**config.mk**
```make
export PLATFORM = sky130hd
export DESIGN_NAME = xbus_ctrl
export DESIGN_NICKNAME = d
export VERILOG_FILES = /design/src/rtl/xbus_pkg.sv /design/src/rtl/xbus_cfg_reg.sv /design/src/rtl/xbus_sector_dec.sv /design/src/rtl/xbus_seq.sv /design/src/rtl/xbus_ctrl.sv
export SDC_FILE = /design/constraint.sdc
export NUM_CORES = 1
export LEC_CHECK = 0
export BUFFER_PORTS_ARGS = -buffer_cell sky130_fd_sc_hd__clkbuf_2
export CAP_MARGIN = 10
export CORE_MARGIN = 2
export CORE_UTILIZATION = 45
export CTS_CLUSTER_DIAMETER = 30
export DETAILED_ROUTE_END_ITERATION = 10
export PLACE_DENSITY = 0.74
export SYNTH_ARGS = -nofsm -noshare
export SYNTH_HDL_FRONTEND = slang
export SYNTH_HIERARCHICAL = 1
export SYNTH_SLANG_ARGS = --single-unit
export TNS_END_PERCENT = 20
```
**constraint.sdc**
```tcl
create_clock -name clk -period 4.52 [get_ports clk]
set_clock_uncertainty 0.05 [all_clocks]
set_input_delay 0.904 -clock clk [delete_from_list [all_inputs] [get_ports clk]]
set_output_delay 0.904 -clock clk [all_outputs]
set_load 0.03 [all_outputs]
```
**src/rtl/xbus_pkg.sv**
```systemverilog
package xbus_pkg;

    localparam int CFG_W   = 8;
    localparam int SPLIT_W = 3;
    localparam int WS_W    = 2;

    typedef struct packed {
        logic               en;
        logic [SPLIT_W-1:0] split;
        logic [WS_W-1:0]    ws_hi;
        logic [WS_W-1:0]    ws_lo;
    } xcfg_t;

    typedef enum logic [1:0] {
        PH_IDLE,
        PH_ADDR,
        PH_STRB,
        PH_HOLD
    } phase_t;

    // Extra strobe cycles beyond the first, per wait setting
    function automatic logic [1:0] strobe_extra(input logic [WS_W-1:0] ws);
        case (ws)
            2'b00:   return 2'd0;
            2'b01:   return 2'd1;
            default: return 2'd2;
        endcase
    endfunction

    function automatic logic needs_hold(input logic [WS_W-1:0] ws);
        return ws == 2'b11;
    endfunction

endpackage

```
**src/rtl/xbus_cfg_reg.sv**
```systemverilog
module xbus_cfg_reg
    import xbus_pkg::*;
(
    input  logic             clk,
    input  logic             rst,
    input  logic             we,
    input  logic [CFG_W-1:0] wdata,
    output xcfg_t            cfg
);

    always_ff @(posedge clk) begin
        if (rst) begin
            cfg <= '0;
        end else if (we) begin
            cfg <= xcfg_t'(wdata);
        end
    end

endmodule

```
**src/rtl/xbus_sector_dec.sv**
```systemverilog
module xbus_sector_dec
    import xbus_pkg::*;
#(
    parameter int ADDR_W = 16
) (
    input  logic [ADDR_W-1:0]  addr,
    input  logic [SPLIT_W-1:0] split,
    input  logic [WS_W-1:0]    ws_lo,
    input  logic [WS_W-1:0]    ws_hi,
    output logic [WS_W-1:0]    ws
);

    localparam int LOW_BITS = ADDR_W - SPLIT_W;

    logic [ADDR_W-1:0] boundary;
    logic              in_lower;

    always_comb begin
        boundary = {split, {LOW_BITS{1'b0}}};
        in_lower = (split != '0) && (addr < boundary);
        ws       = in_lower ? ws_lo : ws_hi;
    end

endmodule

```
**src/rtl/xbus_seq.sv**
```systemverilog
module xbus_seq
    import xbus_pkg::*;
#(
    parameter int ADDR_W = 16,
    parameter int DATA_W = 8
) (
    input  logic                 clk,
    input  logic                 rst,
    input  logic                 enable,
    input  logic                 req_valid,
    input  logic                 req_write,
    input  logic [ADDR_W-1:0]    req_addr,
    input  logic [DATA_W-1:0]    req_wdata,
    input  logic [WS_W-1:0]      ws,
    input  logic [DATA_W-1:0]    ad_in,
    output logic                 busy,
    output logic [DATA_W-1:0]    rd_data,
    output logic                 rd_valid,
    output logic [DATA_W-1:0]    ad_out,
    output logic                 ad_oe,
    output logic [ADDR_W-DATA_W-1:0] ah_out,
    output logic                 ale,
    output logic                 wr_n,
    output logic                 rd_n
);

    phase_t            phase;
    logic [1:0]        cnt;
    logic [ADDR_W-1:0] addr_q;
    logic [DATA_W-1:0] wdata_q;
    logic              write_q;
    logic              hold_q;
    logic              accept;

    assign accept = req_valid && enable && (phase == PH_IDLE);

    always_ff @(posedge clk) begin
        if (rst) begin
            phase    <= PH_IDLE;
            cnt      <= '0;
            addr_q   <= '0;
            wdata_q  <= '0;
            write_q  <= 1'b0;
            hold_q   <= 1'b0;
            rd_data  <= '0;
            rd_valid <= 1'b0;
        end else begin
            rd_valid <= 1'b0;
            case (phase)
                PH_IDLE: begin
                    if (accept) begin
                        phase   <= PH_ADDR;
                        addr_q  <= req_addr;
                        wdata_q <= req_wdata;
                        write_q <= req_write;
                        cnt     <= strobe_extra(ws);
                        hold_q  <= needs_hold(ws);
                    end
                end
                PH_ADDR: phase <= PH_STRB;
                PH_STRB: begin
                    if (cnt == 2'd0) begin
                        phase <= hold_q ? PH_HOLD : PH_IDLE;
                        if (!write_q) begin
                            rd_data  <= ad_in;
                            rd_valid <= 1'b1;
                        end
                    end else begin
                        cnt <= cnt - 2'd1;
                    end
                end
                default: phase <= PH_IDLE;
            endcase
        end
    end

    always_comb begin
        busy   = (phase != PH_IDLE);
        ale    = (phase == PH_ADDR);
        rd_n   = !((phase == PH_STRB) && !write_q);
        wr_n   = !((phase == PH_STRB) && write_q);
        ad_oe  = (phase == PH_ADDR) || ((phase == PH_STRB) && write_q);
        ad_out = (phase == PH_ADDR) ? addr_q[DATA_W-1:0] : wdata_q;
        ah_out = addr_q[ADDR_W-1:DATA_W];
    end

endmodule

```
**src/rtl/xbus_ctrl.sv**
```systemverilog
module xbus_ctrl
    import xbus_pkg::*;
#(
    parameter int ADDR_W = 16,
    parameter int DATA_W = 8
) (
    input  logic                     clk,
    input  logic                     rst,
    input  logic                     cfg_we,
    input  logic [CFG_W-1:0]         cfg_wdata,
    output logic [CFG_W-1:0]         cfg_rdata,
    input  logic                     req_valid,
    input  logic                     req_write,
    input  logic [ADDR_W-1:0]        req_addr,
    input  logic [DATA_W-1:0]        req_wdata,
    output logic                     req_busy,
    output logic [DATA_W-1:0]        rd_data,
    output logic                     rd_valid,
    output logic                     pin_override,
    output logic [DATA_W-1:0]        ad_out,
    output logic                     ad_oe,
    input  logic [DATA_W-1:0]        ad_in,
    output logic [ADDR_W-DATA_W-1:0] ah_out,
    output logic                     ale,
    output logic                     wr_n,
    output logic                     rd_n
);

    xcfg_t           cfg;
    logic [WS_W-1:0] ws_sel;

    xbus_cfg_reg u_cfg (
        .clk   (clk),
        .rst   (rst),
        .we    (cfg_we),
        .wdata (cfg_wdata),
        .cfg   (cfg)
    );

    xbus_sector_dec #(.ADDR_W(ADDR_W)) u_dec (
        .addr  (req_addr),
        .split (cfg.split),
        .ws_lo (cfg.ws_lo),
        .ws_hi (cfg.ws_hi),
        .ws    (ws_sel)
    );

    xbus_seq #(.ADDR_W(ADDR_W), .DATA_W(DATA_W)) u_seq (
        .clk       (clk),
        .rst       (rst),
        .enable    (cfg.en),
        .req_valid (req_valid),
        .req_write (req_write),
        .req_addr  (req_addr),
        .req_wdata (req_wdata),
        .ws        (ws_sel),
        .ad_in     (ad_in),
        .busy      (req_busy),
        .rd_data   (rd_data),
        .rd_valid  (rd_valid),
        .ad_out    (ad_out),
        .ad_oe     (ad_oe),
        .ah_out    (ah_out),
        .ale       (ale),
        .wr_n      (wr_n),
        .rd_n      (rd_n)
    );

    assign cfg_rdata    = cfg;
    assign pin_override = cfg.en;

endmodule

```
# Yosys cells after proc, flatten, opt, wreduce, memory -nomap -nowiden

Index checks and enable logic that the tools add are counted.

Bits in registers: 47
Output and inout bits: 39
Logic and storage cells: 55
Input bits: 45

Equality and inequality tests: 7
Mux-type cells: 11
Add/sub/neg operators: 1
Order comparisons: 1
Reductions and logical operators: 20
Bitwise gates (word level): 3

Operators by type and width:

| cell                                                   | count |
|---|---|
| < comparator 16 bit                                    | 1 |
| 2-to-1 mux 2 bit                                       | 6 |
| 2-to-1 mux 8 bit                                       | 1 |
| one-hot mux 2 bit (2 select lines)                     | 2 |
| logical NOT 2 bit                                      | 3 |
| one-hot mux 2 bit (3 select lines)                     | 1 |
| AND reduction 3 bit                                    | 2 |
| logical AND 1 bit                                      | 5 |
| equality test 2 x 1 -> 1 bit (second input constant)   | 2 |
| equality test 2 bit (second input constant)            | 2 |
| inequality test 2 x 1 -> 1 bit (second input constant) | 2 |
| AND reduction 2 bit                                    | 2 |
| nonzero test 2 bit                                     | 2 |
| logical NOT 1 bit                                      | 3 |
| inverter 1 bit                                         | 3 |
| nonzero test 3 bit                                     | 1 |
| OR reduction 3 bit                                     | 1 |
| inequality test 2 bit (second input constant)          | 1 |
| subtractor 2 x 1 -> 2 bit (second input constant)      | 1 |
| logical OR 1 bit                                       | 1 |
| 2-to-1 mux 1 bit                                       | 1 |

# Logic depth before layout (Yosys ltp)

Depth in word-level cells: 7
Gate-level depth with buffers: 9
Mapped depth without buffers: 9

# Cells and area by module

Netlist, hierarchy kept.

Modules (own cells, without submodules):

| module          | times used | sequential area each (µm²) | cells an instance | area each (µm²) |
|---|---|---|---|---|
| xbus_seq        | 1          | 780.7                      | 200               | 1631.6 |
| xbus_cfg_reg    | 1          | 160.2                      | 26                | 285.3 |
| xbus_sector_dec | 1          | 0.0                        | 10                | 88.8 |
| xbus_ctrl       | 1          | 0.0                        | 1                 | 7.5 |

# Least setup slack after synthesis

Ideal clock, no wire load.

Path kind: input to register
Start point: in req_addr[14]
End point: reg u_seq.cnt[0]
Data required time: 4.391 ns
Setup slack: 1.854 ns
Buffers on the path: 0
Setup time: 0.079 ns
Arrival time: 2.536 ns
Cell stages on the path: 6
Cell sequence: ha_1 > or3b_1 > a211oi_2 > mux2_2 > o311a_1 > a211oi_2

Cells in the longest elaborated chain, start to end: 7
Elaborated cells between the ends (all ways): 8
Classes of those cells: 1 x order compare; 1 x eq/ne; 4 x mux; 2 x reduce/logical

Ends and longest elaborated chain:

| what                                                              | RTL line              | source |
|---|---|---|
| start, declared                                                   | xbus_ctrl.sv:14       | `input logic [ADDR_W-1:0] req_addr,` |
| < comparator 16 bit (*)                                           | xbus_sector_dec.sv:20 | `in_lower = (split != '0) && (addr < boundary);` |
| logical AND 1 bit (*)                                             | xbus_sector_dec.sv:20 |  |
| 2-to-1 mux 2 bit (*)                                              | xbus_sector_dec.sv:21 | `ws = in_lower ? ws_lo : ws_hi;` |
| named net ws_sel[1]                                               | xbus_ctrl.sv:30       | `logic [WS_W-1:0] ws_sel;` |
| equality test 2 x 1 -> 1 bit or logical NOT 2 bit (tied branches) | xbus_pkg.sv:23        | `case (ws)` |
| one-hot mux 2 bit (2 select lines) (*)                            | xbus_pkg.sv:23        |  |
| 2-to-1 mux 2 bit (*)                                              | xbus_seq.sv:51        | `if (accept) begin` |
| one-hot mux 2 bit (2 select lines) (*)                            | xbus_seq.sv:49        | `case (phase)` |
| end signal, assigned                                              | xbus_seq.sv:56        | `cnt <= strobe_extra(ws);` |
| end signal, assigned                                              | xbus_seq.sv:69        | `cnt <= cnt - 2'd1;` |
| end, declared                                                     | xbus_seq.sv:28        | `logic [1:0] cnt;` |

Mark *: on every way through the listed nets, which the timed path passes. The rest lies on a longest branch. The select of a mux whose other input is x is not followed.
A chain may end at the register's enable or synchronous reset.

# Final worst setup path

Start point: reg u_seq.phase[0]
End point: out ad_out[7]

Cells in the longest elaborated chain, start to end: 2

Ends and longest elaborated chain:

| what                         | RTL line        | source |
|---|---|---|
| start, declared              | xbus_seq.sv:27  | `phase_t phase;` |
| start signal, assigned       | xbus_seq.sv:63  | `phase <= hold_q ? PH_HOLD : PH_IDLE;` |
| equality test 2 x 1 -> 1 bit | xbus_seq.sv:83  | `ad_out = (phase == PH_ADDR) ? addr_q[DATA_W-1:0] : wdata_q;` |
| 2-to-1 mux 8 bit             | xbus_seq.sv:83  |  |
| end, declared                | xbus_ctrl.sv:20 | `output logic [DATA_W-1:0] ad_out,` |

No other way between the ends.

==> out/metrics.yaml <==
status: "finished, final reports clean"
grt_max_degree: 48
dp_hpwl_mm: 2.98
peakVddDrop_v: 0.000150
die_area_sq_um: 5020
relSlewSlack_pct: 38.1
seq_area_frac_synth_pct: 46.7
reg2reg_to: "u_seq/cnt[0]"
endpoint_kind: "output port"
syn_nets: 286
worstPathArrival_ps: 2040
syn_avg_cell_area_sq_um: 8.49
yosysTopAreaCell: "dfxtp_1"
slew_viol_final: 0
hold_viol: 0
cp_data_required_time_ps: 3570
endpoint: "ad_out[7]"
final_nets: 356
rrSetupSlack_ps: 2190
routed_wl_mm: 4.19
seq_area_sq_um: 941
synthCells: 237
drc: 0
cts_setup_buffers: 0
r2r-start: "u_cfg/cfg[5]"
drt_first_iter_violations: 72
track_usage_pct: 17.0
rows: 24
num-fill-cells: 451
rsz0062_at_grt: "no"
netlist_top_cells_area: "dfxtp_1 (47%), nand2_1 (13%), a21oi_1 (8.9%)"
initial_core_util_pct: 46.6
insertion_delay_ps: 300
synth_top_cell_area_share_pct: 46.7
cts_tree: "yes"
ys_ff_latch: 47
ys.flop_type: "dfxtp_1"
cts.sinks: 47
dr.pass1.iters: 4
crit_path_start: "u_seq/phase[0]"
path_cells: "nor2b_1 -> mux2_2 -> clkbuf_2"
start_kind: "flip-flop"
placed_cells: 352
syn2layout_area_growth_pct: 23.5
gp_congestion: 0.730
fin_setup_tns_ps: 0
avgRoutedWirePerCell_microns: 11.6
vias: 1765
powerDensity_nw_per_um2: 340
post_cts_resized: 0
fp.dieH_microns: 70.9
synthesis.area_sq_um: 2010
worst_pin_slew_ps: 928
die_width_microns: 70.9
multi_input_area_sq_um: 921
grt_pass1_vias: 1572
drive_gt1_share_pct: 35.1
io_pins: 84
finalNonFillerCells: 360
holdWs_ps: 403
clk_pin_slew_ps: 80
fmax_ghz: 0.334
fin_crit_sh_pct: 66.2
antenna_found_initial: 0
synth_edf_count: 0
ys_types: 30
cts-htree-levels: 2
numCtsBuffers: 5
ctsHoldBuffers: 0
yosys_warnings: 6
critPathSlowestCell: "nor2b_1"
ctsLongestPathBuffers: 2
n_antenna_cell: 0
power_mw: 0.845
period_needed_ps: 2990
synth-async-reset-ratio_pct: 0
grt-ovfl-total: 0
cap_viol_max_count: 0
core_area_sq_um: 4320
crit_type: "flip-flop to output port"
vias_per_cell: 4.90
port_buffers: 83
antenna_left: 0
cts_root_buf: "clkbuf_8"
path_max_fanout: 11
cp_slowest_stage_delay_ps: 740
finalSetupViolCount: 0
reg2reg_depth: 7
grt_pass1_wl_mm: 6.84
holdCritPathClass: "flip-flop to flip-flop"
leakagePower_nw: 1.10
[final cells by class]
class / count / share of cell area [%]
sequential: 47 / 37.8
multi-input combinational: 164 / 37.0
timing repair buffer: 84 / 17.0
clock buffer: 6 / 3.32
tap: 52 / 2.62
clock inverter: 2 / 1.41
inverter: 5 / 0.755
[layout by cell type (no fill, tap or decap), types with 4 or more instances in the layout]
master | netlist | layout
a21oi_1 | 36 | 36
clkbuf_2 | 0 | 83
clkbuf_8 | 0 | 6
dfxtp_1 | 47 | 47
ha_1 | 4 | 4
inv_1 | 5 | 5
mux2_2 | 10 | 10
mux2i_1 | 8 | 8
nand2_1 | 70 | 70
nand2b_1 | 5 | 5
nor2_1 | 12 | 12
[kinds of logic after synthesis]
kind of cell	count (synthesis)	share of synthesized area (%)
adder cells (fa/ha/maj)	4	2.49
AO/OA/AOI/OAI	44	12.4
flip-flops	47	46.7
multiplexers	18	9.57
AND/OR/NAND/NOR	98	21.3
buffers and inverters	26	7.52
[how the worst min path moves through the flow]
stage | from | to | cells after the start
detailed placement | u_seq/wdata_q[0] | u_seq/wdata_q[0] | 2
CTS | u_seq/wdata_q[2] | u_seq/wdata_q[2] | 2
finish | u_seq/wdata_q[0] | u_seq/wdata_q[0] | 2
global placement | u_seq/addr_q[7] | u_seq/addr_q[7] | 2
global route | u_seq/addr_q[9] | u_seq/addr_q[9] | 2
floorplan | u_seq/addr_q[0] | u_seq/addr_q[0] | 2
[stage by stage]
stage | worst slack [ps] | utilization [%] | area (sq um)
floorplan | 1850 | - | 2010
global placement | 1690 | 54.8 | 2370
detailed placement | 1610 | 54.8 | 2370
CTS | 1480 | 57.5 | 2490
global route | 1410 | 57.5 | 2490
finish | 1530 | 57.5 | 2490
[cell usage after synthesis (2+ instances only)]
cell and count:
a21oi_1 36, nor2b_1 2, nor3_1 2, inv_1 5, buf_4 11, nand2b_1 5
nor2_1 12, mux2i_1 8, buf_2 4, a211oi_2 2, mux2_2 10, ha_1 4
clkbuf_1 4, nand2_1 70, dfxtp_1 47
[registers in the layout (all words and copies together), names as in the netlist]
signal	count
u_seq/rd_data	8
u_cfg/cfg	8
u_seq/hold_q	1
u_seq/rd_valid	1
u_seq/write_q	1
u_seq/phase	2
u_seq/addr_q	16
u_seq/cnt	2
u_seq/wdata_q	8
[metal layers]
layer | global-route usage, % | vias up | share of wire (%)
li1 | - | 910 | -
met1 | 20.0 | 788 | 44
met2 | 28.8 | 60 | 47
met3 | 6.27 | 7 | 7.8
met4 | 5.66 | 0 | 1.3
met5 | 0 | - | 0
[worst max-delay path: cells and delay by family, from the launching register on]
family                 cells  cell delay (ps)
buffers and inverters      1              180
flip-flops                 1              400
multiplexers               1              420
AND/OR/NAND/NOR            1              740
[power by group]
part           internal, mW  total (mW)  switching [mW]
sequential            0.426       0.434         0.00798
clock                 0.179       0.313           0.134
combinational        0.0390      0.0984          0.0594
Power figures use the tool's default switching activity.
